### config.mk
export PLATFORM = sky130hd
export DESIGN_NAME = ssw_monitor
export DESIGN_NICKNAME = d
export VERILOG_FILES = /design/src/rtl/ssw_pkg.sv /design/src/rtl/ssw_line_filter.sv /design/src/rtl/ssw_drive.sv /design/src/rtl/ssw_fs_mux.sv /design/src/rtl/ssw_monitor.sv
export SDC_FILE = /design/constraint.sdc
export NUM_CORES = 1
export LEC_CHECK = 0
export BUFFER_PORTS_ARGS = -buffer_cell sky130_fd_sc_hd__buf_2
export CAP_MARGIN = 30
export CORE_UTILIZATION = 57
export DETAILED_ROUTE_END_ITERATION = 16
export PLACE_DENSITY_LB_ADDON = 0.05
export SETUP_SLACK_MARGIN = 0.5
export SYNTH_ARGS = -nofsm -noshare
export SYNTH_HDL_FRONTEND = slang
export SYNTH_SLANG_ARGS = --single-unit
### constraint.sdc
create_clock -name clk -period 3.4 [get_ports clk]
set_input_delay 0.34 -clock clk [delete_from_list [all_inputs] [get_ports clk]]
set_output_delay 0.34 -clock clk [all_outputs]
set_load 0.03 [all_outputs]
### src/rtl/ssw_pkg.sv
package ssw_pkg;
  typedef enum logic [1:0] {
    LVL_LOW  = 2'b00,
    LVL_MED  = 2'b01,
    LVL_HIGH = 2'b10,
    LVL_BAD  = 2'b11
  } lvl_e;

  typedef enum logic [1:0] {
    DRV_LOW  = 2'b00,
    DRV_MED  = 2'b01,
    DRV_HIZ  = 2'b10,
    DRV_HIGH = 2'b11
  } drv_e;

  typedef enum logic [1:0] {
    FS_FORCE0 = 2'b00,
    FS_ENC    = 2'b01,
    FS_VCR    = 2'b10,
    FS_FORCE1 = 2'b11
  } fs_sel_e;
endpackage

### src/rtl/ssw_line_filter.sv
module ssw_line_filter
  import ssw_pkg::*;
#(
  parameter int CNT_W = 8
) (
  input  logic             clk,
  input  logic             rst_n,
  input  logic             hiz,
  input  logic [1:0]       raw,
  input  logic [CNT_W-1:0] lim,
  output logic [1:0]       status,
  output logic             upd
);
  logic [1:0]       cand_q;
  logic [1:0]       stat_q;
  logic [CNT_W-1:0] cnt_q;
  logic             raw_ok;

  assign raw_ok = (raw != LVL_BAD);
  assign upd    = hiz && raw_ok && (raw == cand_q) && (cnt_q >= lim) && (cand_q != stat_q);
  assign status = stat_q;

  always_ff @(posedge clk or negedge rst_n) begin
    if (!rst_n) begin
      cand_q <= LVL_LOW;
      stat_q <= LVL_LOW;
      cnt_q  <= '0;
    end else if (!hiz || !raw_ok) begin
      cand_q <= stat_q;
      cnt_q  <= '0;
    end else if (raw != cand_q) begin
      cand_q <= raw;
      cnt_q  <= '0;
    end else if (upd) begin
      stat_q <= cand_q;
    end else if (cnt_q < lim) begin
      cnt_q <= cnt_q + 1'b1;
    end
  end


  no_bad_level_chk: assert property (@(posedge clk) disable iff (!rst_n)
    stat_q != LVL_BAD);


  only_when_hiz_chk: assert property (@(posedge clk) disable iff (!rst_n)
    !$stable(stat_q) |-> $past(hiz));
endmodule

### src/rtl/ssw_drive.sv
module ssw_drive
  import ssw_pkg::*;
#(
  parameter int NLINE = 3
) (
  input  logic               clk,
  input  logic               rst_n,
  input  logic [2*NLINE-1:0] cfg,
  output logic [NLINE-1:0]   oe,
  output logic [2*NLINE-1:0] lvl
);
  for (genvar i = 0; i < NLINE; i++) begin : g_drv
    logic [1:0] c;
    assign c = cfg[2*i +: 2];

    always_ff @(posedge clk or negedge rst_n) begin
      if (!rst_n) begin
        oe[i]        <= 1'b1;
        lvl[2*i +: 2] <= LVL_LOW;
      end else begin
        oe[i] <= (c != DRV_HIZ);
        unique case (c)
          DRV_LOW:  lvl[2*i +: 2] <= LVL_LOW;
          DRV_MED:  lvl[2*i +: 2] <= LVL_MED;
          DRV_HIGH: lvl[2*i +: 2] <= LVL_HIGH;
          default:  lvl[2*i +: 2] <= LVL_LOW;
        endcase
      end
    end


    hiz_release_chk: assert property (@(posedge clk) disable iff (!rst_n)
      ($past(cfg[2*i +: 2]) == DRV_HIZ) |-> !oe[i]);
  end
endmodule

### src/rtl/ssw_fs_mux.sv
module ssw_fs_mux
  import ssw_pkg::*;
(
  input  logic [1:0] sel,
  input  logic       enc_in,
  input  logic       vcr_in,
  output logic       fs
);
  always_comb begin
    unique case (sel)
      FS_FORCE0: fs = 1'b0;
      FS_ENC:    fs = enc_in;
      FS_VCR:    fs = vcr_in;
      default:   fs = 1'b1;
    endcase
  end


  always_comb begin
    force_low_chk: assert (!(sel == FS_FORCE0 && fs));
  end
endmodule

### src/rtl/ssw_monitor.sv
module ssw_monitor
  import ssw_pkg::*;
#(
  parameter int NLINE = 3,
  parameter int CNT_W = 8,
  localparam int SW   = 2 * NLINE
) (
  input  logic             clk,
  input  logic             rst_n,
  input  logic [CNT_W-1:0] stable_lim,
  input  logic [SW-1:0]    line_lvl,
  input  logic [SW-1:0]    drv_cfg,
  input  logic             ctl_we,
  input  logic             ctl_irq_en,
  input  logic [1:0]       fs_sel,
  input  logic             fs_enc_in,
  input  logic             fs_vcr_in,
  output logic [NLINE-1:0] drv_oe,
  output logic [SW-1:0]    drv_lvl,
  output logic [SW-1:0]    ssw_status,
  output logic             irq_hiz,
  output logic             fs_out
);
  logic [NLINE-1:0] upd;
  logic             any_upd;
  logic             en_q;
  logic             pend_q;
  logic             clr;

  ssw_drive #(.NLINE(NLINE)) u_drive (
    .clk  (clk),
    .rst_n(rst_n),
    .cfg  (drv_cfg),
    .oe   (drv_oe),
    .lvl  (drv_lvl)
  );

  for (genvar i = 0; i < NLINE; i++) begin : g_line
    ssw_line_filter #(.CNT_W(CNT_W)) u_filt (
      .clk   (clk),
      .rst_n (rst_n),
      .hiz   (!drv_oe[i]),
      .raw   (line_lvl[2*i +: 2]),
      .lim   (stable_lim),
      .status(ssw_status[2*i +: 2]),
      .upd   (upd[i])
    );
  end

  ssw_fs_mux u_fs (
    .sel   (fs_sel),
    .enc_in(fs_enc_in),
    .vcr_in(fs_vcr_in),
    .fs    (fs_out)
  );

  assign any_upd = |upd;
  assign clr     = ctl_we && !ctl_irq_en;
  assign irq_hiz = pend_q;

  always_ff @(posedge clk or negedge rst_n) begin
    if (!rst_n) begin
      en_q   <= 1'b0;
      pend_q <= 1'b0;
    end else begin
      if (ctl_we) en_q <= ctl_irq_en;
      if (clr)                  pend_q <= 1'b0;
      else if (en_q && any_upd) pend_q <= 1'b1;
    end
  end


  irq_sticky_chk: assert property (@(posedge clk) disable iff (!rst_n)
    (pend_q && !clr) |=> pend_q);


  irq_needs_en_chk: assert property (@(posedge clk) disable iff (!rst_n)
    $rose(pend_q) |-> $past(en_q));


  irq_on_change_chk: assert property (@(posedge clk) disable iff (!rst_n)
    (en_q && !clr && !$stable(ssw_status)) |-> pend_q);
endmodule

**Yosys cells after proc, flatten, opt, wreduce, memory -nomap -nowiden**

Index checks and enable logic that the tools add are counted.
W data, S select, Z words.

- Output and inout bits: 17
- Register bits after elaboration: 47
- Word-level logic and storage cells: 121

- Order comparisons: 6
- $add $sub $neg: 3
- Equal/unequal tests: 26
- Multiplexer cells: 24
- Reductions and logical operators: 39
- Bitwise gates (word level): 6

Operator list:

| kind | count |
|---|---|
| $mux W8 | 12 |
| $add A8 B1 Y8 const B | 3 |
| $ge A8 B8 Y1 | 3 |
| $lt A8 B8 Y1 | 3 |
| $logic_and A1 B1 Y1 | 14 |
| $mux W2 | 6 |
| $ne A2 B2 Y1 | 6 |
| $ne A2 B2 Y1 const B | 6 |
| $pmux W2 S2 | 3 |
| $ne A3 B3 Y1 const B | 3 |
| $reduce_and A3 Y1 | 3 |
| $reduce_bool A3 Y1 | 3 |
| $eq A2 B1 Y1 const B | 4 |
| $eq A2 B2 Y1 const B | 4 |
| $reduce_bool A2 Y1 | 4 |
| $logic_not A1 Y1 | 7 |
| $eq A2 B2 Y1 | 3 |
| $not A1 Y1 | 6 |
| $reduce_and A2 Y1 | 3 |
| $logic_or A1 B1 Y1 | 3 |
| $pmux W1 S3 | 1 |
| $reduce_or A3 Y1 | 1 |
| $logic_not A2 Y1 | 1 |
| $mux W1 | 2 |

**Logic depth before layout (Yosys ltp)**

- Depth after elaboration: 9
- Depth in mapped cells: 9
- Depth with buffers taken out: 8

**Hierarchy**

A second synthesis with hierarchy kept.

- Cell total of the unflattened synthesis: 330
- Area total of the unflattened synthesis: 3045.4 µm²

Modules (own cells, without submodules):

| module | cells an instance | instances | area an instance (µm²) |
|---|---|---|---|
| ssw_line_filter | 100 | 3 | 884.6 |
| ssw_drive | 18 | 1 | 285.3 |
| ssw_monitor | 9 | 1 | 93.8 |
| ssw_fs_mux | 3 | 1 | 12.5 |

**Worst setup path before layout**

Ideal clock, no wire load.

- Path type: register -> register
- Start: register g_line[2].u_filt.cnt_q[0]
- End: register g_line[2].u_filt.cnt_q[7]
- Setup time: 0.078 ns
- Stages on the path, launching flop included: 9
- Path slack: 1.003 ns
- Required time: 3.322 ns
- Path buffers: 0
- Arrival: 2.320 ns
- Cells stage by stage: dfrtp_1 inv_1 ha_1 nand2b_4 a2111oi_4 nor4_2 or3_1 or4_1 a21oi_1

- Longest elaborated chain between the ends: 5
- Elaborated cells between the ends (all ways): 12

RTL lines:

| item | RTL line | RTL |
|---|---|---|
| from (decl) | ssw_line_filter.sv:16 | `logic [CNT_W-1:0] cnt_q;` |
| from (signal assigned) | ssw_line_filter.sv:37 | `cnt_q <= cnt_q + 1'b1;` |
| $add A8 B1 Y8 / $ge A8 B8 Y1 (equally long branches) | ssw_line_filter.sv:37, ssw_line_filter.sv:20 |  |
| $mux W8 / $logic_and A1 B1 Y1 (equally long branches) | ssw_line_filter.sv:36, ssw_line_filter.sv:20 |  |
| $mux W8 / $logic_and A1 B1 Y1 (equally long branches) | ssw_line_filter.sv:34, ssw_line_filter.sv:20 |  |
| $mux W8 / $ne A3 B3 Y1 (equally long branches) | n/a |  |
| $mux W8 / $reduce_and A2 Y1 (equally long branches) | n/a |  |

Parallel ways exist; a longest one is shown, timed or not. The select of a mux whose other input is x is not followed.
A chain may end at the register's enable or synchronous reset.

**Worst setup path in the final report**

Ends and elaborated chain as after synthesis.

==> metrics <==
syn_nets=347; Max Fclk=385 MHz; fin nets=396; Vias/cell=5.41; clock buffer depth=2; worst r2r path cells=8; CTS clk-pin slew, worst paths=0.09 ns; total number of vias=2,214; DRC violations left=0; chip width=72.3 um; Slew headroom=58.4%; period utilization=76.4%; Top delay family on crit path=simple AND/OR/NAND/NOR gates; Post-Syn Instances=292; met1 Track Usage GR=29.2%; GR Util met2=39.4%; synth-to-layout area growth=15.1%; worst path arrival time=2.83 ns; postcts setup bufs=0; FF+latch count, synth=47; Antenna diodes=0; CORE AREA=0.00475 mm^2; worst path bufs/invs=1; synthesized cell area=0.00282 mm^2; min cycle time layout=2.60 ns; Worst Skew=0.00911 ns; endpoint type of the worst setup path=flip-flop; Post-Route WL=5510 um; layer with the highest usage=met2; Seq/Total Area, Yosys=41.8%; die area=0.00523 mm^2; GPL Wtd Cong=0.840; commonest non-fill, non-tap cell in the layout=nor2_1; Post-synth EDFFs=0; CP max stage cell=or4_1; minimum hold slack=-0.00645 ns; Pwr Density=343 mW/mm^2; Critical Path RT=3.63 ns; fin util=68.3%; Port Buffers=44; Pint=0.838 mW; CP Max Fanout=5; GR Overflow Total=0; Final Slew Violations=0; clock sink total=47; clk root buf=clkbuf_8; largest net degree at the start of global routing=28; CTS tree=yes; Worst-Margin Slew=0.617 ns; DRT iter0 DRCs=81; Antenna Violating Nets Remaining=0; Routed WL per cell=13.5 um; Initial Utilization=59.3%; fin cells=409; cell breakdown of the critical path=inv_1, ha_1, nand2b_4, a2111oi_4, nor4_2, or3_1, or4_1, a21oi_1; sequential share of power=52.1%; Total GRT Usage=23.1%; P_leak=1.57 nW; Mean Syn Cell Area=9.66 um^2; CTS Buf Count=5; first-pass GRT wire length=9300 um; share of post-route cells with drive strength above 1=20.5%; Fin. Hold Viols=8; grt met3 use=3.75%; Max-Cap Viols=0; failing checks=hold timing; # setup viols final=0; async set-or-reset flop fraction in the synthesized netlist=100%; Gates resized, CTS repair=0; Worst-Skew Late Latency=0.30 ns; row count=25; most frequent cells in the layout=nor2_1, dfrtp_1, buf_2; ys flop type=dfrtp_1; unrepaired setup endpoints after global routing=false; Clk network pwr share=37.1%; Hold Buf Count CTS=0; Startpoint Class=flip-flop; initial antenna violation count=0; CP Depth=8; I/O pin total=45; Worst Path Class, Setup=reg -> reg; DP Wirelength=4420 um; Die Y=72.3 um; # H-tree levels=2; status=finished with violations; total number of yosys warnings=0; power share of the combinational group=10.7%; TritonRoute pass-1 iters=4; Net Sw Frac=24.6%; worst stage delay on the critical path=0.52 ns; Psw=0.274 mW; vias in the first global route=2,139; total negative setup slack=0 ns; worst vdd ir=227 uV; Placed Cells=401; Hold WC Path Type=in -> async; Yosys cell types=43
[metrics by stage]
step                worst slack [ns]  hold slack (ns)  power [mW]  cell area [um^2]
CTS                            0.808          0.00807        1.12              3250
global route                   0.616           0.0281        1.16              3250
global placement               0.913            0.500       0.704              3110
detailed placement             0.831            0.346       0.712              3130
finish                         0.802         -0.00645        1.11              3250
floorplan                       1.00           0.0444       0.658              2820
[path summary, 6_finish.rpt]
kind	startpoint	end	slack, ns
setup / recovery	g_line[2].u_filt.cnt_q[0]	g_line[2].u_filt.cnt_q[7]	0.80
hold / removal	rst_n	g_line[1].u_filt.cnt_q[2]	-0.006
setup reg to reg	g_line[2].u_filt.cnt_q[0]	g_line[2].u_filt.cnt_q[7]	0.80
hold reg to reg	en_q	en_q	0.54
max in group asynchronous	rst_n	u_drive.oe[0]	2.82
min in group clk	drv_cfg[1]	u_drive.oe[0]	0.19
[flip-flops by register name, summed over array words and instances, names as in the netlist]
name                  count
en_q                      1
g_line.u_filt.status      6
g_line.u_filt.cand_q      6
u_drive.lvl               6
g_line.u_filt.cnt_q      24
u_drive.oe                3
irq_hiz                   1
[cell type report]
| cell class | count | area [um^2] |
|---|---|---|
| Multi-Input combinational cell | 225 | 1570 |
| Sequential cell | 47 | 1180 |
| Clock buffer | 5 | 68.8 |
| Inverter | 17 | 63.8 |
| Fill cell | 404 | 1510 |
| Clock inverter | 3 | 43.8 |
| Timing Repair Buffer | 45 | 240 |
| Tap cell | 67 | 83.8 |
[power by group through the flow]
stage	clock (mW)	sequential, mW	combinational [mW]
2_1_floorplan	0	0.601	0.0570
3_3_place_gp	0	0.590	0.114
3_5_place_dp	0	0.591	0.121
4_1_cts	0.422	0.580	0.121
5_1_grt	0.442	0.581	0.133
6_report	0.413	0.580	0.119
[synth_stat cells, drive strengths merged (4+ instances only)]
| master | instances | area share, % |
|---|---|---|
| a21oi | 19 | 3.4 |
| a31oi | 5 | 1.1 |
| and4 | 4 | 1.2 |
| dfrtp | 44 | 39 |
| ha | 27 | 12 |
| inv | 17 | 2.3 |
| mux2 | 6 | 2.4 |
| nand2 | 13 | 1.7 |
| nand2b | 4 | 1.2 |
| nand3 | 9 | 1.6 |
| nand4 | 5 | 1.1 |
| nor2 | 46 | 6.1 |
| nor2b | 5 | 1.1 |
| nor3 | 8 | 1.4 |
| nor4 | 6 | 1.6 |
| o21a | 5 | 1.3 |
| o21ai | 7 | 1.2 |
| o31ai | 4 | 1.1 |
| xnor2 | 16 | 5.0 |
| xor2 | 7 | 2.2 |
[cell families after synthesis]
logic type | after synthesis | share of synthesized area (%)
adder cells (fa/ha/maj) | 27 | 12.0
XOR/XNOR | 23 | 7.14
buffers and inverters | 20 | 2.66
multiplexers | 8 | 3.11
flip-flops | 47 | 41.8
AND/OR/NAND/NOR | 117 | 21.4
AO/OA/AOI/OAI | 50 | 11.8
[routing by layer]
layer / routed length (um) / part of all wire, %
met5: 0 / 0
met4: 100 / 1.8
met3: 163 / 3.0
met2: 2700 / 49
met1: 2550 / 46
No activity file was read; power rests on OpenSTA's default activity.
